===== src/rtl/spw_rx_pkg.sv =====
package spw_rx_pkg;

    localparam int CHAR_W = 8;

    typedef enum logic [1:0] {
        CC_FCT = 2'd0,
        CC_EOP = 2'd1,
        CC_EEP = 2'd2,
        CC_ESC = 2'd3
    } ctrl_code_e;

    typedef struct packed {
        logic              done;
        logic              is_ctrl;
        logic              par_ok;
        logic [CHAR_W-1:0] payload;
    } rx_char_t;

endpackage


===== src/rtl/spw_rx_framer.sv =====
module spw_rx_framer
    import spw_rx_pkg::*;
(
    input  logic     clk,
    input  logic     rst_n,
    input  logic     en,
    input  logic     rx_bit,
    input  logic     rx_valid,
    output rx_char_t chr
);

    typedef struct packed {
        logic [3:0]        cnt;
        logic              par;
        logic              flag;
        logic [CHAR_W-1:0] shift;
        logic              prev_par;
    } frm_t;

    frm_t s_q, s_d;

    always_comb begin
        s_d = s_q;
        chr = '0;
        if (!en) begin
            s_d = '0;
        end else if (rx_valid) begin
            case (s_q.cnt)
                4'd0: begin
                    s_d.par = rx_bit;
                    s_d.cnt = 4'd1;
                end
                4'd1: begin
                    s_d.flag = rx_bit;
                    s_d.cnt  = 4'd2;
                end
                default: begin
                    s_d.shift[3'(s_q.cnt - 4'd2)] = rx_bit;
                    if ((s_q.flag && s_q.cnt == 4'd3) || (!s_q.flag && s_q.cnt == 4'd9)) begin
                        chr.done     = 1'b1;
                        chr.is_ctrl  = s_q.flag;
                        chr.payload  = s_q.flag ? {6'b0, s_d.shift[1:0]} : s_d.shift;
                        chr.par_ok   = s_q.prev_par ^ s_q.par ^ s_q.flag;
                        s_d.prev_par = ^chr.payload;
                        s_d.cnt      = 4'd0;
                        s_d.shift    = '0;
                    end else begin
                        s_d.cnt = s_q.cnt + 4'd1;
                    end
                end
            endcase
        end
    end

    always_ff @(posedge clk or negedge rst_n) begin
        if (!rst_n) s_q <= '0;
        else        s_q <= s_d;
    end

endmodule


===== src/rtl/spw_rx_credit.sv =====
module spw_rx_credit #(
    parameter int CREDIT_W    = 6,
    parameter int CREDIT_STEP = 8,
    parameter int CREDIT_MAX  = 56
) (
    input  logic                clk,
    input  logic                rst_n,
    input  logic                en,
    input  logic                add,
    input  logic                take,
    output logic [CREDIT_W-1:0] credit,
    output logic                zero
);

    localparam logic [CREDIT_W:0]   STEP_W = (CREDIT_W+1)'(CREDIT_STEP);
    localparam logic [CREDIT_W:0]   MAX_WX = (CREDIT_W+1)'(CREDIT_MAX);
    localparam logic [CREDIT_W-1:0] MAX_W  = CREDIT_W'(CREDIT_MAX);

    logic [CREDIT_W-1:0] credit_q, credit_d;
    logic [CREDIT_W:0]   sum;

    always_comb begin
        sum      = {1'b0, credit_q} + STEP_W;
        credit_d = credit_q;
        if (add) credit_d = (sum > MAX_WX) ? MAX_W : sum[CREDIT_W-1:0];
        if (take && credit_d != '0) credit_d = credit_d - CREDIT_W'(1);
        if (!en) credit_d = '0;
    end

    always_ff @(posedge clk or negedge rst_n) begin
        if (!rst_n) credit_q <= '0;
        else        credit_q <= credit_d;
    end

    assign credit = credit_q;
    assign zero   = (credit_q == '0);

endmodule


===== src/rtl/spw_rx_decode.sv =====
module spw_rx_decode
    import spw_rx_pkg::*;
(
    input  logic              clk,
    input  logic              rst_n,
    input  logic              en,
    input  rx_char_t          chr,
    input  logic              credit_zero,
    output logic              take,
    output logic              null_seen,
    output logic              got_tc,
    output logic [CHAR_W-1:0] tc_data,
    output logic              got_fct,
    output logic              got_nchar,
    output logic [CHAR_W-1:0] nchar_data,
    output logic              got_eop,
    output logic              got_eep,
    output logic              err_parity,
    output logic              err_escape,
    output logic              err_credit
);

    typedef struct packed {
        logic              null_seen;
        logic              esc_pend;
        logic              eop_last;
        logic              err_par;
        logic              err_esc;
        logic              err_cred;
        logic              got_tc;
        logic              got_fct;
        logic              got_n;
        logic              got_eop;
        logic              got_eep;
        logic [CHAR_W-1:0] tc_data;
        logic [CHAR_W-1:0] n_data;
    } dec_t;

    dec_t       q, d;
    logic       halted;
    ctrl_code_e code;

    always_comb begin
        d         = q;
        d.got_tc  = 1'b0;
        d.got_fct = 1'b0;
        d.got_n   = 1'b0;
        d.got_eop = 1'b0;
        d.got_eep = 1'b0;
        take      = 1'b0;
        halted    = q.err_par | q.err_esc | q.err_cred;
        code      = ctrl_code_e'(chr.payload[1:0]);
        if (!en) begin
            d = '0;
        end else if (chr.done && !halted) begin
            if (!chr.par_ok) begin
                if (q.null_seen) d.err_par = 1'b1;
            end else if (chr.is_ctrl) begin
                if (q.esc_pend) begin
                    d.esc_pend = 1'b0;
                    if (code == CC_FCT)   d.null_seen = 1'b1;
                    else if (q.null_seen) d.err_esc   = 1'b1;
                end else begin
                    case (code)
                        CC_ESC: d.esc_pend = 1'b1;
                        CC_FCT: d.got_fct  = q.null_seen;
                        default: begin
                            if (q.null_seen) begin
                                if (credit_zero) begin
                                    d.err_cred = 1'b1;
                                end else begin
                                    take = 1'b1;
                                    if (!q.eop_last) begin
                                        d.got_eop = (code == CC_EOP);
                                        d.got_eep = (code == CC_EEP);
                                    end
                                    d.eop_last = 1'b1;
                                end
                            end
                        end
                    endcase
                end
            end else begin
                if (q.esc_pend) begin
                    d.esc_pend = 1'b0;
                    if (q.null_seen) begin
                        d.got_tc  = 1'b1;
                        d.tc_data = chr.payload;
                    end
                end else if (q.null_seen) begin
                    if (credit_zero) begin
                        d.err_cred = 1'b1;
                    end else begin
                        take       = 1'b1;
                        d.got_n    = 1'b1;
                        d.n_data   = chr.payload;
                        d.eop_last = 1'b0;
                    end
                end
            end
        end
    end

    always_ff @(posedge clk or negedge rst_n) begin
        if (!rst_n) q <= '0;
        else        q <= d;
    end

    assign null_seen  = q.null_seen;
    assign got_tc     = q.got_tc;
    assign tc_data    = q.tc_data;
    assign got_fct    = q.got_fct;
    assign got_nchar  = q.got_n;
    assign nchar_data = q.n_data;
    assign got_eop    = q.got_eop;
    assign got_eep    = q.got_eep;
    assign err_parity = q.err_par;
    assign err_escape = q.err_esc;
    assign err_credit = q.err_cred;

endmodule


===== src/rtl/spw_char_rx.sv =====
module spw_char_rx
    import spw_rx_pkg::*;
#(
    parameter int CREDIT_W    = 6,
    parameter int CREDIT_STEP = 8,
    parameter int CREDIT_MAX  = 56
) (
    input  logic              clk,
    input  logic              rst_n,
    input  logic              link_en,
    input  logic              rx_bit,
    input  logic              rx_valid,
    input  logic              fct_sent,
    output logic              got_tc,
    output logic [CHAR_W-1:0] tc_data,
    output logic              got_fct,
    output logic              got_nchar,
    output logic [CHAR_W-1:0] nchar_data,
    output logic              got_eop,
    output logic              got_eep,
    output logic              err_parity,
    output logic              err_escape,
    output logic              err_credit,
    output logic              err_reset_req
);

    rx_char_t            chr;
    logic                take;
    logic                credit_zero;
    logic [CREDIT_W-1:0] credit_val;
    logic                null_seen;

    spw_rx_framer u_framer (
        .clk      (clk),
        .rst_n    (rst_n),
        .en       (link_en),
        .rx_bit   (rx_bit),
        .rx_valid (rx_valid),
        .chr      (chr)
    );

    spw_rx_credit #(
        .CREDIT_W    (CREDIT_W),
        .CREDIT_STEP (CREDIT_STEP),
        .CREDIT_MAX  (CREDIT_MAX)
    ) u_credit (
        .clk    (clk),
        .rst_n  (rst_n),
        .en     (link_en),
        .add    (fct_sent),
        .take   (take),
        .credit (credit_val),
        .zero   (credit_zero)
    );

    spw_rx_decode u_decode (
        .clk         (clk),
        .rst_n       (rst_n),
        .en          (link_en),
        .chr         (chr),
        .credit_zero (credit_zero),
        .take        (take),
        .null_seen   (null_seen),
        .got_tc      (got_tc),
        .tc_data     (tc_data),
        .got_fct     (got_fct),
        .got_nchar   (got_nchar),
        .nchar_data  (nchar_data),
        .got_eop     (got_eop),
        .got_eep     (got_eep),
        .err_parity  (err_parity),
        .err_escape  (err_escape),
        .err_credit  (err_credit)
    );

    assign err_reset_req = err_parity | err_escape | err_credit;

endmodule


===== config.mk =====
export PLATFORM = sky130hd
export DESIGN_NAME = spw_char_rx
export DESIGN_NICKNAME = d
export VERILOG_FILES = /design/src/rtl/spw_rx_pkg.sv /design/src/rtl/spw_rx_framer.sv /design/src/rtl/spw_rx_credit.sv /design/src/rtl/spw_rx_decode.sv /design/src/rtl/spw_char_rx.sv
export SDC_FILE = /design/constraint.sdc
export NUM_CORES = 1
export LEC_CHECK = 0
export BUFFER_PORTS_ARGS = -buffer_cell sky130_fd_sc_hd__buf_2
export CORE_ASPECT_RATIO = 0.7
export CORE_MARGIN = 2
export CORE_UTILIZATION = 30
export DETAILED_ROUTE_END_ITERATION = 6
export GPL_ROUTABILITY_DRIVEN = 0
export GPL_TIMING_DRIVEN = 0
export HOLD_SLACK_MARGIN = 0.05
export MAX_ROUTING_LAYER = met4
export PLACE_DENSITY_LB_ADDON = 0.3
export SLEW_MARGIN = 15
export SYNTH_ARGS = -nofsm -noshare
export SYNTH_HDL_FRONTEND = slang
export SYNTH_SLANG_ARGS = --single-unit

===== constraint.sdc =====
create_clock -name clk -period 3.75 [get_ports clk]
set_clock_uncertainty 0.1 [all_clocks]
set_input_delay 0.5625 -clock clk [delete_from_list [all_inputs] [get_ports clk]]
set_output_delay 0.5625 -clock clk [all_outputs]
set_load 0.1 [all_outputs]

# Word-level counts from Yosys, hierarchy flattened
# Index checks and enable logic that the tools add are counted.
[classes] muxes=76 bitwise=4 n_addsub=4 eq_ne=23 n_reduce_logical=27 order_cmp=3
[ops] operator="$mux 27" n=2
[ops] operator="$mux 8" n=6
[ops] operator="$mux 11" n=4
[ops] operator="$mux 1" n=42
[ops] operator="$mux 15" n=2
[ops] operator="$mux 6" n=4
[ops] operator="$mux 23" n=1
[ops] operator="$ne 2x1->1 const B" n=10
[ops] operator="$mux 9" n=2
[ops] operator="$reduce_and 6->1" n=3
[ops] operator="$mux 16" n=1
[ops] operator="$mux 2" n=7
[ops] operator="$ne 2x2->1 const B" n=6
[ops] operator="$reduce_and 5->1" n=2
[ops] operator="$bwmux 8" n=1
[ops] operator="$pmux 4 s2" n=1
[ops] operator="$reduce_and 2->1" n=4
[ops] operator="$reduce_xor 8->1" n=1
[ops] operator="$add 6x4->7 const B" n=1
[ops] operator="$gt 7x6->1 const B" n=1
[ops] operator="$logic_not 6->1" n=1
[ops] operator="$reduce_and 3->1" n=2
[ops] operator="$reduce_bool 6->1" n=1
[ops] operator="$sub 6x1->6 const B" n=1
[ops] operator="other kinds (22)" n=31
[totals] word_cells=156 in_bits=6 ff_bits=48

# Longest topological paths before layout
# Gate-level depths: netlist of the first run.
[depth] ltp_word=22 ltp_mapped=12 mapped_depth_nobuf=11

# By module
# From an unflattened synthesis of the first run, not the netlist that was laid out.
[hier_totals] cells_unflattened=351 area_unflattened_um2=3194.3
[modules_own_cells] mod="spw_rx_decode" area_per_inst_um2=1388.8 cells_per_inst=133 n_inst=1
[modules_own_cells] mod="spw_rx_framer" area_per_inst_um2=1332.5 cells_per_inst=163 n_inst=1
[modules_own_cells] mod="spw_rx_credit" area_per_inst_um2=466.7 cells_per_inst=54 n_inst=1
[modules_own_cells] mod="spw_char_rx" area_per_inst_um2=6.3 cells_per_inst=1 n_inst=1

# Worst setup path after synthesis of the first run
# Ideal clock, no wire load.
[synth_path] path_kind="register -> register" start="register u_decode.q, in the netlist u_decode.err_escape" end="register u_credit.credit_q[5], in the netlist u_credit.credit[5]" setup_slack_ns=0.178 arrival_ns=3.395 synth_period_minus_slack_ns=3.572 path_stages_with_launch=8 path_buffers=2 t_required_ns=3.573 cell_sequence="dfrtp_1 or3_1 or4_1 buf_2 or2_1 buf_6 or4_1 a21oi_1"
[synth_between] elab_chain_cells=9
[synth_lines] item="start: declaration" line_no="spw_rx_decode.sv:39" source="dec_t q, d;"
[synth_lines] item="start signal: assignment" line_no="spw_rx_decode.sv:105" source="if (!rst_n) q <= '0;"
[synth_lines] item="start signal: assignment" line_no="spw_rx_decode.sv:106" source="else q <= d;"
[synth_lines] item="$or 1x1->1 (2 in series)"
[synth_lines] item="named net err_reset_req" line_no="spw_char_rx.sv:24" source="output logic err_reset_req"
[synth_lines] item="$logic_not 1->1" line_no="spw_rx_decode.sv:55" source="end else if (chr.done && !halted) begin"
[synth_lines] item="$logic_and 1x1->1" line_no="spw_rx_decode.sv:55"
[synth_lines] item="$mux 1" line_no="spw_rx_decode.sv:55"
[synth_lines] item="$mux 1" line_no="spw_rx_decode.sv:53" source="if (!en) begin"
[synth_lines] item="$logic_and 1x1->1" line_no="spw_rx_credit.sv:26" source="if (take && credit_d != '0) credit_d = credit_d - CREDIT_W'(1);"
[synth_lines] item="$mux 6" line_no="spw_rx_credit.sv:26"
[synth_lines] item="$mux 6" line_no="spw_rx_credit.sv:27" source="if (!en) credit_d = '0;"
[synth_lines] item="named net u_credit.credit_d[5]" line_no="spw_rx_credit.sv:19" source="logic [CREDIT_W-1:0] credit_q, credit_d;"
[synth_lines] item="end signal: assignment" line_no="spw_rx_credit.sv:32" source="else credit_q <= credit_d;"
[synth_lines] item="end: declaration" line_no="spw_rx_credit.sv:19"
# The timed path passes the listed nets, and every way through them passes these cells.
# A chain may end at the register's enable or synchronous reset.

# Worst setup path in the final report of the first run
[layout_path] start="register u_framer.s_q[12] (netlist name)" end="register u_credit.credit_q[5], in the netlist u_credit.credit[5]"
[layout_between] elab_chain_cells=22 word_cells_on_any_way=33
[layout_lines] item="start: declaration" line_no="spw_rx_framer.sv:20" source="frm_t s_q, s_d;"
[layout_lines] item="start signal: assignment" line_no="spw_rx_framer.sv:56" source="if (!rst_n) s_q <= '0;"
[layout_lines] item="start signal: assignment" line_no="spw_rx_framer.sv:57" source="else s_q <= s_d;"
[layout_lines] item="$sub 3x2->3" line_no="spw_rx_framer.sv:38" source="s_d.shift[3'(s_q.cnt - 4'd2)] = rx_bit;"
[layout_lines] item="$lt 3x4->1 (not written as such) or $ge 3x1->1 (tied branches)" line_no="spw_rx_framer.sv:38"
[layout_lines] item="$logic_and 1x1->1 (not written as such)" line_no="spw_rx_framer.sv:38"
[layout_lines] item="$mux 1 (not written as such)" line_no="spw_rx_framer.sv:38"
[layout_lines] item="$demux 1 s3"
[layout_lines] item="$bwmux 8" line_no="spw_rx_framer.sv:38"
[layout_lines] item="$mux 8" line_no="spw_rx_framer.sv:42" source="chr.payload = s_q.flag ? {6'b0, s_d.shift[1:0]} : s_d.shift;"
[layout_lines] item="$mux 11" line_no="spw_rx_framer.sv:39" source="if ((s_q.flag && s_q.cnt == 4'd3) || (!s_q.flag && s_q.cnt == 4'd9)) begin"
[layout_lines] item="[7 not listed]"
[layout_lines] item="$mux 1" line_no="spw_rx_decode.sv:58" source="end else if (chr.is_ctrl) begin"
[layout_lines] item="$mux 1" line_no="spw_rx_decode.sv:56" source="if (!chr.par_ok) begin"
[layout_lines] item="$mux 1 *" line_no="spw_rx_decode.sv:55"
[layout_lines] item="$mux 1 *" line_no="spw_rx_decode.sv:53"
[layout_lines] item="$logic_and 1x1->1 *" line_no="spw_rx_credit.sv:26"
[layout_lines] item="$mux 6 *" line_no="spw_rx_credit.sv:26"
[layout_lines] item="$mux 6 *" line_no="spw_rx_credit.sv:27"
[layout_lines] item="named net u_credit.credit_d[5]" line_no="spw_rx_credit.sv:19"
# Mark *: on every way through the listed nets, which the timed path passes. The rest lies on a longest branch.

==> results of run 1 <==
==> metrics by stage <==
stage	utilization	instance area (um^2)	setup WS, ns	setup TNS (ns)	hold WS, ns
final	0.365	3320	0.216	0	0.193
after detailed placement	0.342	3110	-0.108	-0.269	0.375
after global placement	0.342	3110	-0.0587	-0.111	0.363
after floorplan	-	2820	0.178	0	0.167
after CTS	0.362	3290	0.113	0	0.391
after global routing	0.365	3320	0.00972	0	0.249
==> path summary, 6_finish.rpt <==
path                                              startpoint                           end  slack (ns)  cells past startpoint
worst max-delay path            u_framer.s_q[12]$_DFFE_PN0P_  u_credit.credit[5]$_DFF_PN0_        0.22                     10
worst min-delay path                                   rst_n  u_framer.s_q[14]$_DFFE_PN0P_        0.19                      1
worst max register to register  u_framer.s_q[12]$_DFFE_PN0P_  u_credit.credit[5]$_DFF_PN0_        0.22                     10
worst min register to register   u_framer.s_q[6]$_DFFE_PN0P_   u_framer.s_q[6]$_DFFE_PN0P_        0.39                      2
max in group asynchronous                              rst_n   u_framer.s_q[2]$_DFFE_PN0P_        2.93                      1
min in group clk                 u_framer.s_q[6]$_DFFE_PN0P_   u_framer.s_q[6]$_DFFE_PN0P_        0.39                      2
==> power groups by stage <==
stage	clock [W]	combinational (W)	sequential (W)
floorplan	0	0.0000860	0.000538
global placement	0	0.000120	0.000540
detailed placement	0	0.000123	0.000540
CTS	0.000543	0.000122	0.000532
global route	0.000564	0.000138	0.000533
finish	0.000532	0.000123	0.000532
==> synthesized netlist by cell type (all sizes together) <==
| cell type | instances |
|---|---|
| ha | 11 |
| inv | 10 |
| a221oi | 3 |
| nand3 | 9 |
| o2bb2ai | 1 |
| or2 | 4 |
| and3 | 4 |
| nor2 | 22 |
| o21a | 4 |
| nand2b | 4 |
| nand4b | 2 |
| xor2 | 3 |
| nand2 | 26 |
| a21boi | 2 |
| mux2 | 16 |
| and3b | 1 |
| nand3b | 6 |
| o211ai | 1 |
| buf | 21 |
| o31ai | 3 |
| xor3 | 1 |
| nor3b | 5 |
| nor2b | 1 |
| o21bai | 1 |
| a21oi | 19 |
| nor3 | 6 |
| or4 | 3 |
| a31oi | 2 |
| xnor2 | 3 |
| o21ai | 12 |
| nand4 | 2 |
| xnor3 | 1 |
| a211oi | 2 |
| or4b | 1 |
| mux2i | 10 |
| a21o | 2 |
| or3 | 4 |
| nor4 | 3 |
| a31o | 1 |
| a221o | 1 |
| dfrtp | 48 |
| clkbuf | 7 |
| and2 | 2 |
==> routing by layer <==
layer	part of all wire	global-route usage
met5	0	-
met4	0.012	0.0396
met1	0.53	0.195
met2	0.42	0.195
met3	0.041	0.0269
==> sequential cells by signal, indices dropped and copies added, names as in the netlist <==
name                 cells
u_decode.got_eop         1
u_decode.err_parity      1
u_decode.got_tc          1
u_decode.nchar_data      8
u_decode.tc_data         8
u_decode.q               2
u_decode.null_seen       1
u_decode.got_eep         1
u_decode.err_credit      1
u_credit.credit          6
u_decode.got_nchar       1
u_decode.got_fct         1
u_framer.s_q            15
u_decode.err_escape      1
==> kinds of logic (layout without fill, tap and decap cells) <==
kind of cell,Yosys count,count (layout),share of synthesized area
adder cells (fa/ha/maj),11,11,0.0488
buffers and inverters,38,74,0.0764
XOR/XNOR,8,8,0.0351
AND/OR/NAND/NOR,105,105,0.195
multiplexers,26,26,0.0995
flip-flops,48,48,0.426
AO/OA/AOI/OAI,54,54,0.119
==> cell type report <==
cell class | instances | area share
Clock inverter | 2 | 0.0117
Sequential cell | 48 | 0.361
Tap cell | 124 | 0.0467
Timing Repair Buffer | 29 | 0.0452
Inverter | 10 | 0.0113
Multi-Input combinational cell | 204 | 0.429
Clock buffer | 6 | 0.0418
Buffer | 27 | 0.0527
==> repair_timing <==
action	CTS	global route
setup endpoints to repair	4	10
buffers inserted	0	1
pin swaps	0	1
gates resized for setup	2	5
==> impl_metrics.csv, run 1 <==
group,metric,value,unit
critical_path,crit_chain,"inv_1, ha_1, or2_4, a221o_1, or4_1, buf_2, or2_1, buf_6, or4_1, a21oi_1",
cts,clk_pin_slew,0.07,ns
critical_path,slowest_delay,0.52,ns
power,p_leak,1.61,nW
floorplan,core_area,9110,um^2
power,p_int,0.000903,W
sta,slew_violations,0,
drt,remaining_drc_errors,0,
drt,ant_nets,0,
power,power.total,0.00119,W
power,p_sw,0.000283,W
cts,cts-htree-levels,2,
floorplan,dieArea,10200,um^2
critical_path,critPathRequiredTime,3.87,ns
synthesis,ys_seq_area_frac,0.426,
global_route,grt_first_pass_wirelength,10.6,mm
sta,worstMarginPinSlew,1.25,ns
synthesis,synth_seq_cells,48,
floorplan,die_y,85.1,um
floorplan,die_x,120,um
critical_path,start_kind,"register",
power,clock_power_share,0.448,
cts,postCtsHoldBufs,0,
synthesis,ys_types,48,
synthesis,syn_nets,307,
global_route,grt_start_max_net_pins,49,
place,hpwl,4.60,mm
place,io_buffers,28,
power,power_frac_comb,0.104,
drt,drt-total-wl,6.30,mm
status,status,"finished, final reports clean",
layout,instances_no_fill,450,
sta,clock.fmax,283,MHz
layout,nNetsFinal,342,
sta,relSlewSlack,0.158,
layout,multi_input_area,1430,um^2
cts,root_buffer,"clkbuf_16",
synthesis,synth_top_area_cell,"dfrtp_1",
global_route,antenna_found_initial,0,
global_route,overflow,0,
critical_path,worstPathBufferInverterCount,3,
floorplan,num_io_pins,31,
cts,cts-buffers-inserted,5,
drt,wl_per_cell,14.0,um
layout,ff_latch_area,1200,um^2
power,ir_drop,130,uV
power,powerDensity,357,nW/um^2
global_route,grt_pass1_vias,2123,
layout,drive_above_1_share,0.264,
layout,diodes,0,
critical_path,cp_data_arrival_time,3.65,ns
floorplan,placementRows,29,
synthesis,netlist_area,2820,um^2
power,p_seq_frac,0.448,
drt,viasPerCell,4.95,
hold_path,hold_class,"in -> async",
critical_path,end_kind,"register",
cts,cts_tree,"done",
drt,dr_total_vias,2227,
cts,clk_latency,0.29,ns
floorplan,initial_utilization,0.309,
sta,fin_crit_sh,0.942,
critical_path,critPathTopFamily,"simple AND/OR/NAND/NOR gates",
place,place_inst,442,
synthesis,synth_top_cell_area_share,0.426,
synthesis,synth_cells,290,
layout,areaGrowthSynthToFinish,18.0,%
sta,finalHoldViolations,0,
sta,finalSetupViolCount,0,
layout,final_cell_mix,"dfrtp_1 (48), buf_2 (32), nand2_1 (26)",
job,drv_cap,0,
cts,clkSinkCount,48,
critical_path,crit_path_frequent_cell,"or4_1",
synthesis,syn_area_per_cell,9.72,um^2
sta,finalCriticalPeriod,3.53,ns
critical_path,crit_fanout,10,
power,switching_share,0.239,
drt,drt_iter0_drc,164,
critical_path,crit_type,"reg -> reg",
global_route,track_usage,0.136,
cts,cts_buffer_depth,2,
layout,fill_cells,933,
sta,rsz0062_at_grt,"no",
synthesis,ys_top_cells_by_area,"dfrtp_1 (43%), mux2_2 (6.4%), ha_1 (4.9%)",
synthesis,yosysWarnings,0,
critical_path,crit_slowest_cell,"or4_1",
layout,final_common_cell,"dfrtp_1",
drt,drt_pre_antenna_iters,4,
No activity file was read; power rests on OpenSTA's default activity.
==> run 2: changes to the inputs <==
--- a/config.mk
+++ b/config.mk
@@ -14,7 +14,6 @@
 export GPL_TIMING_DRIVEN = 0
 export HOLD_SLACK_MARGIN = 0.05
 export MAX_ROUTING_LAYER = met4
-export PLACE_DENSITY_LB_ADDON = 0.3
 export SLEW_MARGIN = 15
 export SYNTH_ARGS = -nofsm -noshare
 export SYNTH_HDL_FRONTEND = slang
==> run 2 against run 1 <==
  * Register-to-register slack about the same
  * Core utilization decreased by 0.19 points
  * Die area unchanged
  * Clock power decreased by 2%
  * Wire length decreased by 0.21%
  * Global-route usage about the same
  * Power decreased by 1.2%
  * Critical path type unchanged
  * Critical endpoint is now u_decode.tc_data[3]$_DFFE_PN0P_
  * Highest routed layer unchanged
==> impl_metrics.csv, run 2 (same netlist as run 1, synthesis figures left out) <==
group,metric,value,unit
status,status,"finished, final reports clean",
drt,dr_total_vias,2247,
sta,rsz0062_at_grt,"no",
global_route,overflow,0,
floorplan,die_y,85.1,um
floorplan,die_x,120,um
cts,postCtsHoldBufs,0,
floorplan,initial_utilization,0.309,
layout,diodes,0,
cts,clk_latency,0.29,ns
floorplan,num_io_pins,31,
layout,nNetsFinal,341,
critical_path,crit_path_frequent_cell,"buf_2",
power,p_leak,1.60,nW
sta,finalCriticalPeriod,3.54,ns
place,place_worst_setup_slack,-0.0241,ns
layout,drive_above_1_share,0.262,
sta,clock.fmax,283,MHz
global_route,antenna_found_initial,0,
global_route,grt_start_max_net_pins,49,
drt,drt-total-wl,6.29,mm
cts,cts_tree,"done",
critical_path,ff2ff_setup_slack,0.21,ns
global_route,track_usage,0.136,
layout,instances_no_fill,449,
drt,viasPerCell,5.00,
sta,layout_setup_ws,0.211,ns
critical_path,crit_fanout,9,
floorplan,dieArea,10200,um^2
power,p_seq_frac,0.454,
drt,remaining_drc_errors,0,
cts,root_buffer,"clkbuf_16",
cts,cts_buffer_depth,2,
floorplan,core_area,9110,um^2
cts,cts-buffers-inserted,5,
sta,relSlewSlack,0.326,
layout,largest-register,"u_framer.s_q",
place,io_buffers,28,
drt,drt_iter0_drc,201,
sta,slew_violations,0,
drt,ant_nets,0,
sta,worstMarginPinSlew,1.00,ns
power,power_frac_comb,0.104,
place,hpwl,4.56,mm
critical_path,cp_data_arrival_time,3.61,ns
critical_path,crit_type,"reg -> reg",
global_route,grt_first_pass_wirelength,10.7,mm
sta,finalSetupViolCount,0,
layout,final_common_cell,"dfrtp_1",
power,p_int,0.000886,W
sta,fin_crit_sh,0.944,
cts,clkSinkCount,48,
critical_path,critPathTopFamily,"simple AND/OR/NAND/NOR gates",
critical_path,crit_slowest_cell,"or4_1",
power,clock_power_share,0.443,
critical_path,start_kind,"register",
layout,areaGrowthSynthToFinish,17.4,%
critical_path,worstPathBufferInverterCount,4,
critical_path,end_kind,"register",
critical_path,slowest_delay,0.53,ns
layout,largest_reg_flops,15,
layout,final_cell_mix,"dfrtp_1 (47), buf_2 (32), nand2_1 (26)",
power,powerDensity,355,nW/um^2
hold_path,hold_class,"in -> async",
drt,drt_pre_antenna_iters,4,
critical_path,crit_chain,"buf_2, inv_1, ha_1, or2_4, a221o_1, or4_1, buf_2, nor3_1, nand2b_1, buf_2, mux2_2",
power,ir_drop,133,uV
place,place_inst,442,
critical_path,critPathRequiredTime,3.82,ns
drt,wl_per_cell,14.0,um
global_route,grt_pass1_vias,2074,
power,switching_share,0.244,
cts,clk_pin_slew,0.07,ns
cts,cts-htree-levels,2,
power,p_sw,0.000287,W
job,drv_cap,0,
sta,finalHoldViolations,0,
floorplan,placementRows,29,
-- run 2: final cells by class --
type                    instances  area, um^2
fillers                       925        5800
multi-input cells             204        1420
flip-flops and latches         48        1200
plain buffers                  27         175
well taps                     124         155
repair buffers                 28         143
clock buffers                   5         125
clock inverters                 3        46.3
inverters                      10        37.5
-- run 2: power by group through the flow --
stage / logic [W] / registers, W / clock network [W]
5_1_grt: 0.000136 / 0.000533 / 0.000551
3_3_place_gp: 0.000119 / 0.000539 / 0
6_report: 0.000121 / 0.000532 / 0.000519
3_5_place_dp: 0.000121 / 0.000540 / 0
4_1_cts: 0.000120 / 0.000532 / 0.000534
2_1_floorplan: 0.0000860 / 0.000538 / 0
-- run 2: metrics by stage --
stage          cell area (um^2)   util  power (W)  TNS (ns)  hold WS (ns)
2_1_floorplan              2820      -   0.000624         0         0.167
3_3_place_gp               3110  0.342   0.000659   -0.0576         0.362
3_5_place_dp               3110  0.342   0.000661   -0.0273         0.372
4_1_cts                    3290  0.361    0.00119         0         0.387
5_1_grt                    3310  0.363    0.00122         0         0.241
6_report                   3310  0.363    0.00117         0         0.179
-- run 2: final timing paths --
kind / depth (start not counted) / startpoint / end
max in group asynchronous: 1 / rst_n / u_framer.s_q[12]$_DFFE_PN0P_
worst min-delay path: 1 / rst_n / u_framer.s_q[14]$_DFFE_PN0P_
min in group clk: 2 / u_framer.s_q[7]$_DFFE_PN0P_ / u_framer.s_q[7]$_DFFE_PN0P_
worst max-delay path: 11 / u_framer.s_q[11]$_DFFE_PN0P_ / u_decode.tc_data[3]$_DFFE_PN0P_
worst min register to register: 2 / u_framer.s_q[7]$_DFFE_PN0P_ / u_framer.s_q[7]$_DFFE_PN0P_
worst max register to register: 11 / u_framer.s_q[11]$_DFFE_PN0P_ / u_decode.tc_data[3]$_DFFE_PN0P_
-- run 2: layer usage --
metal  vias up  GRT usage  wire length, um
li1       1078          -                -
met1      1100      0.204             3230
met2        62      0.184             2660
met3         7     0.0249              318
met4         0     0.0449               82
met5         -          -                0
-- run 2: what timing repair did --
item                       CTS  global route
setup endpoints to repair    4             4
gates resized for setup      2             5
cloned                       0             0
setup buffers                0             0
==> run 3: changes to the inputs <==
==> constraint.sdc (replaced) <==
create_clock -name clk -period 2.9 [get_ports clk]
set_clock_uncertainty 0.1 [all_clocks]
set_input_delay 0.435 -clock clk [delete_from_list [all_inputs] [get_ports clk]]
set_output_delay 0.435 -clock clk [all_outputs]
set_load 0.1 [all_outputs]
==> run 3 against run 2 <==
  * The flow now finishes with violations (setup timing)
  * Critical path depth rose by 2
  * Die area unchanged
  * Clock power grew 48%
  * Sequential cell count did not move
  * Wire length up 5.5%
  * Hold slack got worse by 0.13 ns
  * Via count up 2.5%
  * Highest routed layer unchanged
==> impl_metrics.csv, run 3 (same netlist as run 1, synthesis figures left out) <==
group,metric,value,unit
status,status,"complete, but fails checks",
status,violations,"setup timing",
layout,final_cell_mix,"dfrtp_1 (45), buf_4 (36), buf_2 (29)",
place,place_worst_setup_slack,-0.293,ns
drt,dr_total_vias,2303,
layout,drive_above_1_share,0.366,
cts,postCtsHoldBufs,0,
drt,ant_nets,0,
cts,clk_pin_slew,0.07,ns
power,p_int,0.00126,W
floorplan,placementRows,29,
drt,drt_iter0_drc,208,
sta,relSlewSlack,0.582,
critical_path,crit_fanout,5,
cts,root_buffer,"clkbuf_16",
global_route,grt_pass1_vias,2091,
global_route,antenna_found_initial,0,
critical_path,crit_chain,"clkbuf_8, inv_6, ha_4, or2_4, a221oi_4, nand3_2, or2_4, ha_4, nand3_4, o31ai_4, buf_4, or3_4, a21oi_2",
sta,rsz0062_at_grt,"yes",
job,drv_cap,0,
drt,wl_per_cell,14.2,um
critical_path,crit_type,"reg -> reg",
global_route,grt_start_max_net_pins,49,
sta,slew_violations,0,
global_route,grt_first_pass_wirelength,10.8,mm
critical_path,worstPathBufferInverterCount,3,
layout,nNetsFinal,360,
power,p_seq_frac,0.413,
cts,cts_tree,"done",
power,power.total,0.00166,W
power,p_sw,0.000399,W
global_route,track_usage,0.138,
critical_path,critPathRequiredTime,3.02,ns
floorplan,dieArea,10200,um^2
critical_path,crit_slowest_cell,"dfrtp_1",
sta,finalCriticalPeriod,2.94,ns
layout,largest-register,"u_framer.s_q",
floorplan,core_area,9110,um^2
sta,finalHoldViolations,0,
hold_path,hold_class,"in -> async",
cts,cts-htree-levels,2,
sta,whs,0.0464,ns
critical_path,end_kind,"register",
power,powerDensity,452,nW/um^2
critical_path,slowest_delay,0.36,ns
global_route,overflow,0,
place,io_buffers,28,
layout,utilization,0.403,
sta,worstMarginPinSlew,0.627,ns
sta,layout_setup_ws,-0.0442,ns
cts,cts_buffer_depth,2,
cts,clk_latency,0.30,ns
floorplan,die_y,85.1,um
drt,remaining_drc_errors,0,
sta,fin_crit_sh,1.02,
sta,fin_setup_tns,-0.105,ns
floorplan,initial_utilization,0.309,
drt,drt_pre_antenna_iters,5,
cts,cts-buffers-inserted,5,
layout,final_common_cell,"dfrtp_1",
power,switching_share,0.240,
critical_path,start_kind,"register",
power,p_leak,1.75,nW
power,clock_power_share,0.463,
drt,drt-total-wl,6.64,mm
cts,clkSinkCount,48,
layout,areaGrowthSynthToFinish,30.3,%
critical_path,cp_data_arrival_time,3.07,ns
layout,largest_reg_flops,15,
power,power_frac_comb,0.124,
power,ir_drop,217,uV
drt,viasPerCell,4.92,
critical_path,critPathTopFamily,"simple AND/OR/NAND/NOR gates",
sta,finalSetupViolCount,4,
floorplan,num_io_pins,31,
layout,diodes,0,
place,hpwl,4.61,mm
floorplan,die_x,120,um
sta,clock.fmax,340,MHz
-- run 3: power by group through the flow --
stage	combinational (W)	clock, W	sequential [W]
after floorplan	0.000122	0	0.000697
after global placement	0.000167	0	0.000698
after detailed placement	0.000171	0	0.000699
after CTS	0.000200	0.000777	0.000685
after global routing	0.000226	0.000811	0.000686
final	0.000206	0.000768	0.000685
-- run 3: metrics by stage --
stage	instances	instance area, um^2
finish	468	3670
global route	468	3670
CTS	465	3600
detailed placement	442	3210
global placement	442	3210
floorplan	290	2910
-- run 3: cell type report --
type | count | area, um^2
Sequential cell | 48 | 1210
Inverter | 10 | 45.0
Timing Repair Buffer | 48 | 297
Buffer | 26 | 188
Clock buffer | 5 | 125
Tap cell | 124 | 155
Multi-Input combinational cell | 204 | 1590
Fill cell | 877 | 5440
Clock inverter | 3 | 68.8
-- run 3: final timing paths --
path	start	to	slack [ns]	depth (start not counted)
min	rst_n	u_decode.err_parity$_DFFE_PN0P_	0.05	1
max reg2reg	u_framer.s_q[12]$_DFFE_PN0P_	u_credit.credit[1]$_DFF_PN0_	-0.04	13
max in group asynchronous	rst_n	u_decode.err_credit$_DFFE_PN0P_	2.19	1
max	u_framer.s_q[12]$_DFFE_PN0P_	u_credit.credit[1]$_DFF_PN0_	-0.04	13
min reg2reg	u_framer.s_q[8]$_DFFE_PN0P_	u_framer.s_q[8]$_DFFE_PN0P_	0.38	2
min in group clk	u_framer.s_q[8]$_DFFE_PN0P_	u_framer.s_q[8]$_DFFE_PN0P_	0.38	2
-- run 3: metal layers --
| metal | global-route usage | wire length, um |
|---|---|---|
| met1 | 0.207 | 3470 |
| met2 | 0.185 | 2710 |
| met3 | 0.0289 | 344 |
| met4 | 0.0353 | 114 |
| met5 | - | 0 |
-- run 3: worst register-to-register path, cell delays in order (launching register included) --
cell and delay, ns:
dfrtp_1 0.36, clkbuf_8 0.14, inv_6 0.04, ha_4 0.16, or2_4 0.27, a221oi_4 0.32, nand3_2 0.18, or2_4 0.28
ha_4 0.23, nand3_4 0.09, o31ai_4 0.09, buf_4 0.17, or3_4 0.33, a21oi_2 0.12
-- run 3: what timing repair did --
action,4_1_cts,5_1_grt
endpoints found under the setup margin,24,23
buffers inserted,16,4
pin swaps,8,9
gates resized for setup,17,14
endpoints found under the hold margin,0,0
